`src/rtl/cascade_seq.sv`:
```
module cascade_seq #(
  parameter int NCH = 9,
  parameter int TW  = 8
) (
  input  logic           clk,
  input  logic           rst_n,
  input  logic           cfg_we,
  input  logic [3:0]     cfg_addr,
  input  logic [7:0]     cfg_wdata,
  input  logic [NCH-1:0] pgood,
  input  logic [1:0]     ext_en,
  input  logic           fault_in,
  input  logic           uvlo,
  output logic [NCH-1:0] en,
  output logic [2:0]     st_state,
  output logic [2:0]     st_pos,
  output logic           seq_fault
);
  localparam logic [3:0] A_TMO = 4'hE;
  localparam logic [3:0] A_CTL = 4'hF;
  localparam logic [2:0] TOP   = 3'd7;

  typedef enum logic [2:0] {S_IDLE, S_UP, S_ON, S_DOWN, S_FLT} st_t;

  st_t            st;
  logic [2:0]     pos;
  logic [TW-1:0]  tmr, tmo;
  logic           f_act, fault_pend;
  logic [2:0]     slot  [NCH];
  logic [1:0]     ovr   [NCH];
  logic [NCH-1:0] map_en, map_sel, member, in_grp, seq_en;

  wire ctl_wr  = cfg_we && cfg_addr == A_CTL;
  wire up_req  = ctl_wr && cfg_wdata[0];
  wire dn_req  = ctl_wr && cfg_wdata[1];
  wire grp_any = |in_grp;
  wire grp_up  = &(~in_grp | pgood);
  wire grp_dn  = ~|(in_grp & pgood);
  wire tmo_hit = tmr == tmo;

  assign st_state = st;
  assign st_pos   = pos;

  always_ff @(posedge clk) begin
    if (!rst_n) begin
      tmo   <= TW'(32);
      f_act <= 1'b0;
      for (int i = 0; i < NCH; i++) begin
        slot[i]    <= '0;
        ovr[i]     <= '0;
        map_en[i]  <= 1'b0;
        map_sel[i] <= 1'b0;
      end
    end else if (cfg_we) begin
      if (cfg_addr == A_TMO) tmo <= TW'(cfg_wdata);
      if (ctl_wr) f_act <= cfg_wdata[2];
      for (int i = 0; i < NCH; i++)
        if (cfg_addr == 4'(i)) begin
          slot[i]    <= cfg_wdata[2:0];
          map_en[i]  <= cfg_wdata[3];
          map_sel[i] <= cfg_wdata[4];
          ovr[i]     <= cfg_wdata[6:5];
        end
    end
  end

  always_comb begin
    for (int i = 0; i < NCH; i++) begin
      member[i] = ovr[i] == 2'b00 && !map_en[i];
      in_grp[i] = member[i] && slot[i] == pos;
      case (st)
        S_ON:    seq_en[i] = member[i];
        S_UP:    seq_en[i] = member[i] && slot[i] <= pos;
        S_DOWN:  seq_en[i] = member[i] && slot[i] < pos;
        default: seq_en[i] = 1'b0;
      endcase
      if (st == S_FLT)    en[i] = 1'b0;
      else if (ovr[i][1]) en[i] = 1'b1;
      else if (ovr[i][0]) en[i] = 1'b0;
      else if (map_en[i]) en[i] = ext_en[map_sel[i]];
      else                en[i] = seq_en[i];
    end
  end

  always_ff @(posedge clk) begin
    if (!rst_n) begin
      st         <= S_IDLE;
      pos        <= '0;
      tmr        <= '0;
      seq_fault  <= 1'b0;
      fault_pend <= 1'b0;
    end else begin
      case (st)
        S_IDLE: if (up_req && !uvlo) begin
          st  <= S_UP;
          pos <= '0;
          tmr <= '0;
        end
        S_UP: begin
          tmr <= tmr + 1'b1;
          if (fault_in) begin
            tmr <= '0;
            if (f_act) begin
              st         <= S_DOWN;
              fault_pend <= 1'b1;
            end else st <= S_FLT;
          end else if (dn_req) begin
            st  <= S_DOWN;
            tmr <= '0;
          end else if (!grp_any || grp_up) begin
            tmr <= '0;
            if (pos == TOP) st <= S_ON;
            else pos <= pos + 1'b1;
          end else if (tmo_hit) begin
            st        <= S_FLT;
            seq_fault <= 1'b1;
          end
        end
        S_ON: if (fault_in || dn_req) begin
          tmr <= '0;
          pos <= TOP;
          if (fault_in && !f_act) st <= S_FLT;
          else begin
            st <= S_DOWN;
            if (fault_in) fault_pend <= 1'b1;
          end
        end
        S_DOWN: begin
          tmr <= tmr + 1'b1;
          if (fault_in && !f_act) st <= S_FLT;
          else begin
            if (fault_in) fault_pend <= 1'b1;
            if (!grp_any || grp_dn || tmo_hit) begin
              tmr <= '0;
              if (pos == '0) st <= (fault_pend || fault_in) ? S_FLT : S_IDLE;
              else pos <= pos - 1'b1;
            end
          end
        end
        default: if (dn_req) begin
          st         <= S_IDLE;
          pos        <= '0;
          seq_fault  <= 1'b0;
          fault_pend <= 1'b0;
        end
      endcase
    end
  end
endmodule

```
`config.mk`:
```
export PLATFORM = sky130hd
export DESIGN_NAME = cascade_seq
export DESIGN_NICKNAME = d
export VERILOG_FILES = /design/src/rtl/cascade_seq.sv
export SDC_FILE = /design/constraint.sdc
export NUM_CORES = 1
export LEC_CHECK = 0
export CAP_MARGIN = 30
export CORE_ASPECT_RATIO = 0.7
export CORE_MARGIN = 2
export CORE_UTILIZATION = 59
export CTS_BUF_LIST = sky130_fd_sc_hd__clkbuf_2 sky130_fd_sc_hd__clkbuf_4 sky130_fd_sc_hd__clkbuf_8
export CTS_CLUSTER_DIAMETER = 100
export DETAILED_ROUTE_END_ITERATION = 10
export GPL_ROUTABILITY_DRIVEN = 0
export PLACE_DENSITY = 0.85
export SETUP_SLACK_MARGIN = 0.2
export SKIP_CTS_REPAIR_TIMING = 1
export SYNTH_ARGS = -nofsm -noshare
export SYNTH_HDL_FRONTEND = slang
export SYNTH_SLANG_ARGS = --single-unit
```
`constraint.sdc`:
```
create_clock -name clk -period 2.8 [get_ports clk]
set_input_delay 0.84 -clock clk [delete_from_list [all_inputs] [get_ports clk]]
set_output_delay 0.84 -clock clk [all_outputs]
set_load 0.005 [all_outputs]
```
==> results of run 1 <==
-- kinds of logic (layout without fill, tap and decap cells) --
kind of cell | Yosys count | in the layout | share of synthesized area
AND/OR/NAND/NOR | 208 | 208 | 0.2131
AO/OA/AOI/OAI | 94 | 94 | 0.1351
flip-flops | 88 | 88 | 0.4611
buffers and inverters | 36 | 172 | 0.02869
multiplexers | 31 | 31 | 0.06468
adder cells (fa/ha/maj) | 29 | 29 | 0.07720
XOR/XNOR | 11 | 11 | 0.02009
-- synthesized netlist by cell type (3+ instances only) --
| master | count |
|---|---|
| a21oi_1 | 17 |
| nor3_1 | 8 |
| or3_1 | 6 |
| o31ai_1 | 6 |
| nor2_1 | 83 |
| nand2b_1 | 8 |
| o211ai_1 | 4 |
| mux2i_1 | 31 |
| ha_1 | 28 |
| and3_1 | 3 |
| a211oi_1 | 10 |
| inv_1 | 17 |
| edfxtp_1 | 45 |
| nand2_1 | 37 |
| nor2b_1 | 13 |
| and2_1 | 7 |
| nor4_1 | 6 |
| xnor2_1 | 9 |
| o2111ai_1 | 3 |
| nand3b_1 | 3 |
| a2111oi_0 | 8 |
| o221ai_1 | 3 |
| buf_1 | 3 |
| nand3_1 | 16 |
| dfxtp_1 | 43 |
| or4_1 | 5 |
| o21ai_0 | 19 |
| clkbuf_1 | 12 |
| o21ai_1 | 7 |
-- area by class of cell --
cell class,count,area (um^2),area share
inverter,19,75.07,0.01132
clock inverter,4,28.78,0.004340
sequential,88,2216,0.3342
clock buffer,12,158.9,0.02397
timing repair buffer,137,1194,0.1800
tap,101,126.4,0.01906
multi-input combinational,373,2831,0.4271
-- state kept, by name (all words and copies together) (netlist names), 3 cells and up --
name      flops
slot         27
ovr          18
map_en        9
map_sel       9
tmo           8
tmr           8
st_pos        3
st_state      3
-- worst register-to-register path, stage by stage (launching register included) --
cell        delay [ns]
dfxtp_2           0.37
clkinvlp_4        0.11
buf_12            0.16
ha_1              0.34
nand3_1           0.15
buf_4             0.14
nor4_2            0.05
a222oi_1          0.51
nand4b_1          0.24
a31o_2            0.31
or3_4             0.42
o41ai_2           0.28
-- worst min path at each step --
stage | from | endpoint | slack (ns) | cells past startpoint
after floorplan | fault_pend$_SDFFE_PN0P_ | fault_pend$_SDFFE_PN0P_ | 0.44 | 2
after CTS | map_sel[0]$_SDFFE_PN0P_ | map_sel[0]$_SDFFE_PN0P_ | 0.48 | 2
after global placement | fault_pend$_SDFFE_PN0P_ | fault_pend$_SDFFE_PN0P_ | 0.45 | 2
after global routing | map_sel[0]$_SDFFE_PN0P_ | map_sel[0]$_SDFFE_PN0P_ | 0.51 | 2
after detailed placement | fault_pend$_SDFFE_PN0P_ | fault_pend$_SDFFE_PN0P_ | 0.46 | 2
final | map_sel[0]$_SDFFE_PN0P_ | map_sel[0]$_SDFFE_PN0P_ | 0.48 | 2
-- stage by stage --
step,cells,TNS (ns),power [mW]
after CTS,727,-9.614,3.358
after floorplan,497,0,1.956
final,734,-6.196,3.580
after global routing,734,-7.980,3.694
after detailed placement,711,-7.433,2.531
after global placement,711,-6.581,2.487
-- layer usage --
| metal | track usage | share of wire | up-vias |
|---|---|---|---|
| li1 | - | - | 2089 |
| met1 | 0.4425 | 0.38 | 2292 |
| met2 | 0.5370 | 0.46 | 397 |
| met3 | 0.09795 | 0.11 | 114 |
| met4 | 0.09753 | 0.047 | 0 |
| met5 | 0 | 0 | - |
-- power by group --
part	internal, mW	leakage, nW	switching [mW]
combinational	0.585	1.76	0.655
sequential	1.43	0.781	0.0531
clock	0.383	0.0924	0.478
==> key figures, run 1 <==
STA
  – Share of the clock period used by the worst path: 1.168
  – WHS: approximately 0.48 ns
  – Final Hold Viols: 0
  – Setup-failing EPs final: 24
  – Worst slew pin tran: 0.4984 ns
  – RSZ-0062 raised after global routing: yes
  – Slew margin rel.: 0.6667
  – Peak Freq: 0.3058 GHz
  – Max-slew violations: 0
  – Worst setup margin: -0.4706 ns
  – Min cycle time layout: 3.271 ns
  – Fin Clk Skew: 0.006882 ns

Placement
  – Place WS: -0.5709 ns
  – DP Area: 0.005978 mm^2
  – Dpl hpwl: 10.23 mm
  – IO Port Bufs: 43

Yosys
  – Syn Nets: 554
  – Post-synth ARST share: 0
  – Seq/Total Area, Yosys: 0.4611
  – Syn Area/Cell: between 9 and 10 um^2
  – Post-synth EDFFs: 45
  – Netlist cell types: 58
  – Top cell type's share of synthesized area: 0.2817
  – Post-Synthesis Cells: 497
  – Cell taking the most area after synthesis: edfxtp_1
  – Predominant post-synthesis flop cell: edfxtp_1
  – Yosys reg bits: 88
  – Synth top area cells: edfxtp_1 28%, dfxtp_1 18%, ha_1 7.3%, nor2_1 6.5%, mux2i_1 6.5%
  – Warnings, synthesis: 0
  – Area of the mapped netlist: 0.004797 mm^2

Global route
  – Vias in the first global route: roughly 4400
  – First-pass GRT wire length: 22.78 mm
  – Initial antenna violation count: 0
  – Congestion Overflow GR: 0
  – Largest net degree at the start of global routing: 18
  – Gr usage total: 0.3335

Die
  – Core box area: 0.007871 mm^2
  – Die width: between 100 and 150 um
  – Initial core utilization: 0.6094
  – Rows: 27
  – Die Y-Extent: around 80 um
  – Die area: roughly 0.0089 mm^2
  – IO Pins: between 40 and 50

Run
  – Max-Cap Viols: 0

Finish
  – Design area: between 0.006 and 0.007 mm^2
  – Commonest non-fill, non-tap cell in the layout: buf_4
  – Nets: approximately 690
  – Share of post-route cells with drive strength above 1: 0.2765
  – Most frequent cells in the layout: 87 x buf_4, 81 x nor2_1, 45 x edfxtp_1
  – Fillers: 405
  – Diode count: 0
  – Fin util: 0.8423
  – Area Growth Syn to Fin: 38.21%

Pwr
  – Leak pwr: 2.633 nW
  – Max VDD drop: about 0.40 mV
  – Power Density: 540.0 mW/mm^2

Worst setup path
  – Max FO, Critical Path: 6
  – CP arrival: 2.43 ns
  – CP max stage cell: a2111oi_2
  – Setup CP Type: reg2out
  – Crit path buffers/inverters: 4
  – Number of cells on the critical path: 11
  – CP Capture Type: output pin
  – CP dominant cell by count: nor2_1
  – Reg2Reg Setup Slack: -0.38 ns
  – Crit path from: st_pos[1]$_SDFFE_PN0P_
  – Reg2Reg Depth: 11
  – R2R Path End: st_pos[2]$_SDFFE_PN0P_
  – Critical-path cell list: clkinvlp_4, buf_12, buf_8, ha_4, nor2b_1, o21ai_1, a2111oi_2, a211oi_1, nor2_1, nor2_1, buf_2
  – Worst EP required: 1.96 ns
  – Worst path max stage delay: 0.39 ns
  – RR Startpoint: st_pos[1]$_SDFFE_PN0P_
  – Worst path top cell family by delay: compound AO/OA/AOI/OAI gates
  – Crit path to: en[4]
  – Critical path launch point type: register

CTS
  – CTS Buf Count: 9
  – Root buffer cell: clkbuf_8
  – H-tree depth: 3
  – Skew-Pair Late Insertion Delay: 0.37 ns
  – TritonCTS clock tree: done
  – Clock-pin slew on the worst setup and hold paths: about 0.08 ns
  – Sink Count: 88
  – CTS max path bufs: 2

Outcome
  – Failing checks: negative setup slack
  – Status: complete, but fails checks

Drt
  – Via density: ~6.7
  – Detail Route Antenna Nets: 0
  – First-pass DRT Iterations: 7
  – Drc violations: 0
  – Wire per inst: about 22 um
  – Iteration-0 DRC count of the detailed router: 650
  – Vias: 4892
  – Routed WL: 16.49 mm

Min path
  – Min-Delay Path Class: reg2reg
(Power assumes the default switching activity.)
==> run 2, diff against run 1 <==
TNS_END_PERCENT = 5   (was unset)
==> key figures, run 2 (synthesized netlist as in run 1, its figures left out) <==
Worst setup path
  – CP Capture Type: output pin
  – RR Startpoint: st_pos[2]$_SDFFE_PN0P_
  – Crit path from: st_pos[1]$_SDFFE_PN0P_
  – CP arrival: about 2.4 ns
  – Worst EP required: around 2.0 ns
  – Setup CP Type: reg2out
  – Critical path launch point type: register
  – Max FO, Critical Path: 6

Drt
  – Iteration-0 DRC count of the detailed router: 571
  – First-pass DRT Iterations: 6
  – Vias: 4735
  – Detail Route Antenna Nets: 0
  – Wire per inst: 21.78 um
  – Drc violations: 0
  – Via density: 6.495
  – Routed WL: 15.88 mm

Min path
  – Min-Delay Path Class: reg2reg
  – HP Start: map_sel[0]$_SDFFE_PN0P_

STA
  – Final Hold Viols: 0
  – Worst slew pin tran: 0.5386 ns
  – RSZ-0062 raised after global routing: yes
  – Setup-failing EPs final: 24
  – Min cycle time layout: 3.228 ns
  – Worst setup margin: -0.4280 ns
  – Slew margin rel.: 0.6409
  – Max-slew violations: 0
  – Peak Freq: 0.3098 GHz
  – Fin Clk Skew: 0.01284 ns
  – Share of the clock period used by the worst path: 1.153

Global route
  – Congestion Overflow GR: 0
  – Largest net degree at the start of global routing: 18
  – First-pass GRT wire length: 22.78 mm
  – Gr usage total: 0.3335
  – Vias in the first global route: 4439
  – Initial antenna violation count: 0

Pwr
  – Leak pwr: 2.596 nW
  – Total power: 3.520 mW
  – Power Density: 542.3 mW/mm^2
  – Max VDD drop: 0.3947 mV
  – Switching power total: 1.144 mW
  – Switching share of power: 0.3251
  – Seq pwr share: 0.419
  – Pint: 2.375 mW
  – Clock share of power: 0.241
  – Combinational cell fraction of total power: 0.340

CTS
  – Clock-pin slew on the worst setup and hold paths: ~0.080 ns
  – Skew-Pair Late Insertion Delay: around 0.37 ns
  – H-tree depth: 3
  – TritonCTS clock tree: done
  – Sink Count: 88
  – CTS Buf Count: 9
  – Root buffer cell: clkbuf_8
  – CTS max path bufs: 2

Placement
  – Dpl hpwl: 10.23 mm
  – IO Port Bufs: 43
  – DP Area: 0.005978 mm^2

Finish
  – Share of post-route cells with drive strength above 1: 0.2500
  – Most frequent cells in the layout: 82 x nor2_1, 82 x buf_4, 45 x edfxtp_1
  – Design area: 0.006490 mm^2
  – Diode count: 0
  – Biggest register: slot
  – Top flop regs: slot: 27 flops, ovr: 18 flops
  – Max FFs per register: 27
  – Nets: 680
  – Area Growth Syn to Fin: 35.29%

Run
  – Max-Cap Viols: 0

Die
  – Die width: between 100 and 150 um
  – Die area: 0.008879 mm^2
  – Rows: 27
  – Core box area: a little under 0.008 mm^2
  – Die Y-Extent: 79.44 um
  – IO Pins: 44
  – Initial core utilization: 0.6094

Outcome
  – Failing checks: negative setup slack
  – Status: complete, but fails checks
## run 2: cell count changes in the layout (fill, tap and decap cells not counted), moves of 2 or more
cell,before,now
nand3_2,4,2
nand3_1,13,15
o311ai_1,0,2
buf_4,87,82
o21ai_1,9,11
nor2b_4,5,3
o21ai_2,6,4
## run 2: critical path, stage by stage, from the launching register on
cell,delay (ns)
dfxtp_2,0.36
clkinvlp_4,0.10
buf_12,0.15
buf_6,0.13
ha_4,0.25
nor2b_1,0.13
o21ai_1,0.10
a2111oi_2,0.39
a211oi_1,0.09
nor2_1,0.14
nor2_1,0.05
buf_2,0.13
## run 2: metrics by stage
stage	util	instances	worst slack, ns	TNS [ns]	hold WS [ns]
final	0.8245	729	-0.4280	-5.341	0.4789
after global routing	0.8245	729	-0.4785	-6.989	0.5144
after CTS	0.7833	727	-0.8487	-9.614	0.4761
after detailed placement	0.7595	711	-0.5709	-7.433	0.4603
after global placement	0.7595	711	-0.4821	-6.581	0.4540
after floorplan	-	497	0.2310	0	0.4406
## run 2: cell type report
type	count	area, um^2
fillers	452	1381
repair buffers	132	1160
well taps	101	126.4
multi-input cells	373	2725
clock buffers	12	158.9
clock inverters	4	28.78
inverters	19	75.07
flip-flops and latches	88	2216
## run 2: final timing paths
kind                            cells after the start  slack [ns]                       to
worst min register to register                      2        0.48  map_sel[0]$_SDFFE_PN0P_
worst max register to register                     13       -0.37   st_pos[2]$_SDFFE_PN0P_
worst min-delay path                                2        0.48  map_sel[0]$_SDFFE_PN0P_
worst max-delay path                               11       -0.43                    en[4]
## run 2: layer usage
| metal | global-route usage | routed length (um) | vias to the layer above |
|---|---|---|---|
| met5 | 0 | 0 | - |
| met3 | 0.09795 | 1849 | 73 |
| met1 | 0.4425 | 5976 | 2207 |
| li1 | - | - | 2088 |
| met2 | 0.5370 | 7546 | 367 |
| met4 | 0.09753 | 506 | 0 |
## run 2: power by group through the flow
stage                     Sequential, mW  Clock, mW  Combinational, mW
after floorplan                     1.49          0              0.470
after global placement              1.49          0              0.997
after detailed placement            1.49          0               1.04
after CTS                           1.47      0.848               1.05
after global routing                1.48      0.894               1.27
final                               1.48      0.848               1.20
==> run 3, diff against run 2 <==
CELL_PAD_IN_SITES_DETAIL_PLACEMENT = 1   (was unset)
CELL_PAD_IN_SITES_GLOBAL_PLACEMENT = 2   (was unset)
CORE_UTILIZATION = 38   (was 59)
CTS_CLUSTER_SIZE = 10   (was unset)
==> key figures, run 3 (synthesized netlist as in run 1, its figures left out) <==
CTS
  – Sink Count: 88
  – CTS Buf Count: 9
  – H-tree depth: 3
  – CTS max path bufs: 2
  – Root buffer cell: clkbuf_8
  – TritonCTS clock tree: done
  – Clock-pin slew on the worst setup and hold paths: 0.09 ns
  – Skew-Pair Late Insertion Delay: about 0.37 ns

Die
  – Die Y-Extent: 98.01 um
  – Rows: 34
  – IO Pins: 44
  – Die width: 138.3 um
  – Die area: 0.01355 mm^2
  – Initial core utilization: 0.3875
  – Core box area: 0.01238 mm^2

Worst setup path
  – Setup CP Type: reg2out
  – Critical path launch point type: register
  – Worst path top cell family by delay: compound AO/OA/AOI/OAI gates
  – Critical-path cell list: inv_4, buf_12, ha_4, nor2b_4, o21ai_4, a2111oi_4, a211oi_2, nor2_1, nor2_1, clkbuf_2
  – Crit path buffers/inverters: 3
  – CP dominant cell by count: nor2_1
  – CP Capture Type: output pin
  – CP arrival: 2.26 ns
  – Worst EP required: 1.96 ns
  – CP max stage cell: a2111oi_4
  – Max FO, Critical Path: 5
  – Worst path max stage delay: 0.40 ns

Global route
  – Largest net degree at the start of global routing: 18
  – GR Util met3: 0.04169
  – GR Layer Usage met1: 0.3445
  – Initial antenna violation count: 0
  – GRT busiest layer: met2
  – Vias in the first global route: 4625
  – First-pass GRT wire length: 25.20 mm
  – Congestion Overflow GR: 0
  – Met2 Track Usage GR: 0.3869
  – Gr usage total: 0.2421

Pwr
  – Total power: 3.592 mW
  – Power Density: 530.4 mW/mm^2
  – Leak pwr: roughly 2.7 nW
  – Max VDD drop: approximately 0.21 mV

Placement
  – Place WS: -0.5692 ns
  – DP Area: about 0.0061 mm^2
  – Inst Count DP: about 770
  – Dpl hpwl: about 12 mm
  – IO Port Bufs: 43

Finish
  – Design area: roughly 0.0068 mm^2
  – Commonest non-fill, non-tap cell in the layout: nor2_1
  – Area Growth Syn to Fin: 41.18%
  – Biggest register: slot
  – Max FFs per register: 27
  – Most frequent cells in the layout: 82 x nor2_1, 74 x buf_4, 45 x edfxtp_1
  – Fillers: 1379
  – Nets: 679
  – Non-Filler Instances: 789
  – Diode count: 0
  – Top flop regs: slot: 27 flops, ovr: 18 flops
  – Share of post-route cells with drive strength above 1: 0.2695

Drt
  – Detail Route Antenna Nets: 0
  – Wire per inst: between 20 and 25 um
  – First-pass DRT Iterations: 5
  – Routed WL: 16.94 mm
  – Vias: 4423
  – Iteration-0 DRC count of the detailed router: 308
  – Via density: 5.606
  – Drc violations: 0

STA
  – Max-slew violations: 0
  – RSZ-0062 raised after global routing: yes
  – Worst setup margin: -0.2970 ns
  – Share of the clock period used by the worst path: 1.106
  – WHS: about 0.5 ns
  – Min cycle time layout: slightly above 3 ns
  – Setup-failing EPs final: 17
  – Slew margin rel.: 0.6110
  – Fin Clk Skew: slightly above 0.008 ns
  – Worst slew pin tran: 0.5817 ns
  – Peak Freq: 0.3229 GHz
  – Final Hold Viols: 0

Outcome
  – Status: complete, but fails checks
  – Failing checks: negative setup slack

Min path
  – Min-Delay Path Class: reg2reg

Run
  – Max-Cap Viols: 0
[run 3: cell types whose count changed in the layout (fill, tap and decap cells not counted), sizes merged]
cell,delta
clkinvlp,-1
clkdlybuf4s50,-2
clkinv,+2
clkbuf,+1
buf,-2
bufinv,+1
[run 3: power breakdown]
| group | internal [mW] | switching (mW) | total (mW) |
|---|---|---|---|
| Sequential | 1.43 | 0.0473 | 1.47 |
| Clock | 0.431 | 0.463 | 0.894 |
| Combinational | 0.593 | 0.633 | 1.23 |
[run 3: path summary, 6_finish.rpt]
path | slack, ns | end | from | depth (start not counted)
worst max-delay path | -0.30 | en[7] | st_pos[1]$_SDFFE_PN0P_ | 10
worst min-delay path | 0.49 | seq_fault$_SDFFE_PN0P_ | seq_fault$_SDFFE_PN0P_ | 2
worst min register to register | 0.49 | seq_fault$_SDFFE_PN0P_ | seq_fault$_SDFFE_PN0P_ | 2
worst max register to register | -0.21 | st_pos[2]$_SDFFE_PN0P_ | st_pos[1]$_SDFFE_PN0P_ | 12
[run 3: worst reg2reg max path: stages (launching register included)]
cell      delay [ns]
dfxtp_2         0.36
inv_4           0.06
buf_12          0.15
ha_1            0.33
nand3_1         0.12
buf_4           0.12
nor4_1          0.05
buf_4           0.16
a222oi_1        0.34
nand4b_1        0.21
a31o_2          0.31
or3_4           0.42
o41ai_2         0.28
[run 3: layer usage]
layer,part of all wire,vias to the layer above,routed length [um]
met5,0,-,0
met3,0.068,14,1154
li1,-,2075,-
met4,0.0070,0,119
met2,0.47,131,7933
met1,0.46,2203,7727
[run 3: stage by stage]
| step | utilization | setup TNS, ns |
|---|---|---|
| floorplan | - | 0 |
| global placement | 0.4958 | -5.442 |
| detailed placement | 0.4958 | -6.090 |
| CTS | 0.5116 | -7.377 |
| global route | 0.5471 | -4.140 |
| finish | 0.5471 | -2.521 |
[run 3: final cells by class]
| cell class | count | area (um^2) | area share |
|---|---|---|---|
| Clock buffer | 10 | 137.6 | 0.02032 |
| Timing Repair Buffer | 131 | 1252 | 0.1849 |
| Multi-Input combinational cell | 373 | 2833 | 0.4183 |
| Sequential cell | 88 | 2215 | 0.3270 |
| Inverter | 19 | 73.82 | 0.01090 |
| Clock inverter | 6 | 58.81 | 0.008683 |
| Tap cell | 162 | 202.7 | 0.02993 |
